## src/rtl/slot_arbiter.sv

```systemverilog
module slot_arbiter #(
  parameter int WAIT_W = 4
) (
  input  logic              clk,
  input  logic              rst_n,
  input  logic              req_disp,
  input  logic              req_eng,
  input  logic              req_cpu,
  input  logic              req_dma,
  input  logic              blank_h,
  input  logic              blank_v,
  input  logic              exp_req,
  output logic              slot_odd,
  output logic              gnt_disp,
  output logic              gnt_eng,
  output logic              gnt_cpu,
  output logic              gnt_dma,
  output logic              exp_gnt,
  output logic [WAIT_W-1:0] wait_eng,
  output logic [WAIT_W-1:0] wait_cpu,
  output logic [WAIT_W-1:0] wait_dma
);

  localparam logic [WAIT_W-1:0] WAIT_MAX = {WAIT_W{1'b1}};

  logic next_odd, blanking, open_slot;
  logic pick_disp, pick_eng, pick_cpu, pick_dma;

  assign next_odd  = ~slot_odd;
  assign blanking  = blank_h | blank_v;
  assign open_slot = ~next_odd | (blanking & ~req_disp);

  assign pick_disp = next_odd & req_disp;
  assign pick_eng  = open_slot & req_eng;
  assign pick_cpu  = open_slot & req_cpu & ~req_eng;
  assign pick_dma  = open_slot & req_dma & ~req_eng & ~req_cpu;

  function automatic logic [WAIT_W-1:0] bump(input logic [WAIT_W-1:0] cnt,
                                             input logic pend, input logic won);
    if (!pend || won)       return '0;
    else if (cnt == WAIT_MAX) return cnt;
    else                    return cnt + 1'b1;
  endfunction

  always_ff @(posedge clk or negedge rst_n) begin
    if (!rst_n) begin
      slot_odd <= 1'b0;
      gnt_disp <= 1'b0;
      gnt_eng  <= 1'b0;
      gnt_cpu  <= 1'b0;
      gnt_dma  <= 1'b0;
      exp_gnt  <= 1'b0;
      wait_eng <= '0;
      wait_cpu <= '0;
      wait_dma <= '0;
    end else begin
      slot_odd <= next_odd;
      gnt_disp <= pick_disp;
      gnt_eng  <= pick_eng;
      gnt_cpu  <= pick_cpu;
      gnt_dma  <= pick_dma;
      exp_gnt  <= exp_req & ~req_cpu;
      wait_eng <= bump(wait_eng, req_eng, pick_eng);
      wait_cpu <= bump(wait_cpu, req_cpu, pick_cpu);
      wait_dma <= bump(wait_dma, req_dma, pick_dma);
    end
  end

endmodule

```

## config.mk

```make
export PLATFORM = sky130hd
export DESIGN_NAME = slot_arbiter
export DESIGN_NICKNAME = d
export VERILOG_FILES = /design/src/rtl/slot_arbiter.sv
export SDC_FILE = /design/constraint.sdc
export NUM_CORES = 1
export LEC_CHECK = 0
export BUFFER_PORTS_ARGS = -buffer_cell sky130_fd_sc_hd__buf_2
export CAP_MARGIN = 0
export CORE_MARGIN = 3
export CORE_UTILIZATION = 47
export DETAILED_ROUTE_END_ITERATION = 16
export PLACE_DENSITY = 0.74
export SYNTH_ARGS = -nofsm -noshare
export SYNTH_HDL_FRONTEND = slang
export SYNTH_SLANG_ARGS = --single-unit
```

## constraint.sdc

```tcl
create_clock -name clk -period 1.3 [get_ports clk]
set_input_delay 0.26 -clock clk [delete_from_list [all_inputs] [get_ports clk]]
set_output_delay 0.26 -clock clk [all_outputs]
set_load 0.02 [all_outputs]
```

Word-level counts from Yosys, hierarchy flattened
Cells that the tools add are included.
{ "totals": {"regBits": 18, "word_cells": 45, "out_inout_bits": 18, "inputBits": 9} }
{ "classes": {"muxes": 6, "eq_ne": 6, "bitwise_logic": 15, "addsub": 3, "n_reduce_logical": 6} }
{ "ops": {"columns": ["cell", "count"], "rows": [
  ["4-bit 2-to-1 mux", 6],
  ["4-bit by 1-bit adder with 4-bit output, second input constant", 3],
  ["4-bit == test, second input constant", 3],
  ["1-bit AND", 9],
  ["2-bit != test, second input constant", 3],
  ["1-bit NOT", 4],
  ["1-bit zero test", 3],
  ["1-bit logical OR", 3],
  ["1-bit OR", 2]
]} }

Depth between registers and ports, before layout
{ "logic_depth": {"word_depth": 8, "mapped_depth": 4, "depth_no_buf": 4} }

Least setup slack after synthesis
No wires, ideal clock.
{ "synth_path": {"path_type": "reg2reg", "start": "reg wait_cpu[0]", "end": "reg wait_cpu[1]", "setup_slack_ns": 0.078, "t_required_ns": 1.169, "arrival_ns": 1.091, "setup_time_ns": 0.131, "stages_incl_launch_ff": 5, "synth_period_minus_slack_ns": 1.222, "path_buffers": 0, "path_cell_list": "dfrtp_1 ha_1 nand3_1 mux2i_1 nor2_1"} }
{ "synth_via": {"elab_chain_len": 3, "elab_cells_between_ends": 5, "classes_between": "add/sub (1); eq/ne (2); mux (2)"} }
{ "synth_lines": {"columns": ["item", "line", "text"], "rows": [
  ["start, declared", "20", "output logic [WAIT_W-1:0] wait_cpu,"],
  ["start signal, assigned", "64", "wait_cpu <= bump(wait_cpu, req_cpu, pick_cpu);"],
  ["4-bit by 1-bit adder with 4-bit output", "42", "else return cnt + 1'b1;"],
  ["4-bit 2-to-1 mux", "41", "else if (cnt == WAIT_MAX) return cnt;"],
  ["4-bit 2-to-1 mux", "40", "if (!pend || won) return '0;"]
]} }
Several ways; a longest one is shown, not always the timed one. The select of a mux whose other input is x is not followed.
A chain may end at the register's enable or synchronous reset.

Final worst setup path
Same ends and word-level chain as after synthesis.

==> summary.md <==
| Metric | Value |
|---|---|
| N_diodes | `0` |
| Worst setup EP type | `flip-flop` |
| Final hold violation count | `0` |
| Fmax | `0.834 GHz` |
| CTS tree | `yes` |
| Clk root buf | `clkbuf_4` |
| Top cell type by total area after synthesis | `dfrtp_1` |
| Leak | `0.515 nW` |
| Gp weighted congestion | `0.708` |
| Core Rows | `14` |
| Worst reg2reg path startpoint | `wait_cpu[0]$_DFFE_PN0P_` |
| Tcrit/Tclk final | `0.923` |
| DR iter-0 viols | `14` |
| Fin nets | `116` |
| Power share of the clock group | `0.308` |
| Combinational share of power | `0.136` |
| Synth Cell Area | `806 um^2` |
| Post-CTS sizing | `0` |
| First-pass GRT wire length | `2.51 mm` |
| #FFs+latches synth | `18` |
| Critical Path Start Type | `flip-flop` |
| Post-route minimum period | `1200 ps` |
| Psw | `0.280 mW` |
| WP data arrival | `1370 ps` |
| Crit-path max FO | `5` |
| Placeable Area | `1560 um^2` |
| Largest cells by area after synthesis | `dfrtp_1 56%, nor2_1 5.1%, ha_1 4.7%` |
| Placed Area | `956 um^2` |
| Final design area excluding fillers | `1000 um^2` |
| Die Y | `47.4 um` |
| GRT Residual Overflow | `0` |
| Setup violators final | `0` |
| Largest net degree at the start of global routing | `19` |
| # IOs | `27` |
| DIE AREA | `2250 um^2` |
| Pins Over Slew Limit | `0` |
| Initial Util | `0.517` |
| Worst VDD drop | `0.779 mV` |
| Status | `finished clean` |
| PD cells | `1090 nW/um^2` |
| Layout cell share with drive strength beyond 1 | `0.320` |
| Synthesis-to-layout area growth | `24.4%` |
| Max H-tree Level | `1` |
| Die X | `47.4 um` |
| Crit Path Class | `reg -> reg` |
| Fillers | `136` |
| Pre-antenna DRT Iters | `4` |
| Seq pwr share | `0.557` |
| Int Power | `0.813 mW` |
| Post-Route WL | `1.54 mm` |
| Hold_sp | `exp_req` |
| Unrepaired setup endpoints after global routing | `false` |
| Gr usage total | `0.164` |
| Cells after Synth | `72` |
| Hold Crit Class | `in -> reg` |
| Worst hold path stage count | `2` |
| Routed len/inst | `12.9 um` |
| I/O Buffers | `26` |
| Slew @ Worst Pin | `396 ps` |
| Number of buffers created by CTS | `3` |
| Switching Fraction | `0.256` |
| CTS max path bufs | `2` |
| Max Cap Viol | `0` |
| Fin Clk Skew | `0.554 ps` |
| Sequential cell area fraction in the yosys report | `0.559` |
| Initial antenna violation count | `0` |
| Synth cell types | `19` |
| Synth Net Count | `84` |
| DR vias | `639` |
| Setup TNS | `0 ps` |
| Final design utilization | `0.643` |
| Clk slew on worst S/H paths | `100 ps` |
| Placed wire-length estimate | `1.17 mm` |
| Post-route ant nets | `0` |
| Vias/cell | `5.37` |
| Residual DRC | `0` |
| Syn_area_per_cell | `11.2 um^2` |
| Yosys warns | `0` |
| Synth top area share | `0.559` |
| Worst slew margin | `0.736` |
| Reg2Reg Depth | `4` |
| Worst path required time | `1470 ps` |
| Skew-Pair Late Insertion Delay | `280 ps` |
| Vias in the first global route | `577` |
| Clock sink total | `18` |
| Worst setup path startpoint | `wait_cpu[0]$_DFFE_PN0P_` |
==> worst paths after layout <==
check / end / slack, ps
max: wait_cpu[1]$_DFFE_PN0P_ / 100
min: exp_gnt$_DFF_PN0_ / 200
max reg2reg: wait_cpu[1]$_DFFE_PN0P_ / 100
min reg2reg: gnt_disp$_DFF_PN0_ / 450
max in group asynchronous: wait_eng[1]$_DFFE_PN0P_ / 600
min in group asynchronous: slot_odd$_DFF_PN0_ / 420
==> layout by cell type, fill, tap and decap left out <==
cell           Yosys  final
and2_1             1      1
mux2i_1            3      3
nand2_1            2      2
o21ai_0            1      1
o21bai_4           1      1
nor4b_2            1      1
nand3b_1           1      1
clkbuf_4           0      3
dlygate4sd3_1      0      1
xnor2_1            3      3
o21a_1             1      1
inv_1              1      1
nand3_1            7      7
nor2_1            11     11
buf_2              0     26
ha_1               3      3
clkbuf_8           0      1
nor2b_1            3      3
dfrtp_1           18     18
and2_4             1      1
a31oi_1            5      5
nor3_1             5      5
nor3b_1            4      4
==> power groups by stage <==
stage / Clock (mW) / Combinational [mW] / Sequential [mW]
finish: 0.336 / 0.148 / 0.608
CTS: 0.348 / 0.151 / 0.609
detailed placement: 0 / 0.147 / 0.619
global route: 0.375 / 0.166 / 0.612
global placement: 0 / 0.145 / 0.618
floorplan: 0 / 0.0522 / 0.648
==> routing by layer <==
layer	vias to the layer above	global-route usage	share of wire
met2	15	0.262	0.50
li1	315	-	-
met1	307	0.209	0.45
met3	2	0.0345	0.044
met5	-	0	0
met4	0	0.0829	0.0085
==> through the flow <==
step | instances | hold WS [ps] | power [mW] | setup WS, ps
finish | 119 | 203 | 1.09 | 101
global route | 119 | 183 | 1.15 | 3.53
CTS | 119 | 194 | 1.11 | 91.9
detailed placement | 114 | 209 | 0.767 | 116
global placement | 114 | 206 | 0.763 | 128
floorplan | 72 | -35.6 | 0.701 | 78.3
==> cells in the mapped netlist <==
library cell   n
dfrtp_1       18
nor2_1        11
nand3_1        7
a31oi_1        5
nor3_1         5
nor3b_1        4
ha_1           3
mux2i_1        3
nor2b_1        3
xnor2_1        3
nand2_1        2
and2_1         1
and2_4         1
inv_1          1
nand3b_1       1
nor4b_2        1
o21a_1         1
o21ai_0        1
o21bai_4       1
==> worst max-delay path: stages, from the launching register on <==
cell     delay [ps]
dfrtp_1         440
ha_1            260
nand3_1         130
mux2i_1         200
nor2_1           50
==> state kept, by name, indices dropped and copies added (netlist names) <==
signal	cells
wait_eng	4
wait_dma	4
gnt_dma	1
gnt_eng	1
exp_gnt	1
wait_cpu	4
slot_odd	1
gnt_disp	1
gnt_cpu	1
==> cells by family (layout without fill, tap and decap cells) <==
group,after synthesis,count (layout),synth area share
buffers and inverters,1,32,0.00465
AO/OA/AOI/OAI,8,8,0.0776
flip-flops,18,18,0.559
multiplexers,3,3,0.0373
AND/OR/NAND/NOR,36,36,0.242
adder cells (fa/ha/maj),3,3,0.0466
XOR/XNOR,3,3,0.0326
==> final cells by class <==
cell class                      count  area (um^2)  area share
Sequential cell                    18          450       0.449
Tap cell                           16         20.0      0.0200
Multi-Input combinational cell     53          352       0.351
Inverter                            1         3.75     0.00375
Clock buffer                        4         36.3      0.0362
Timing Repair Buffer               27          140       0.140
==> timing repair <==
action / in CTS / in global routing
hold endpoints to repair: 18 / 0
setup endpoints to repair: 0 / 0
setup buffers: 0 / 0
hold buffers: 1 / 0
Note: power is estimated with default switching activity, not from simulation.
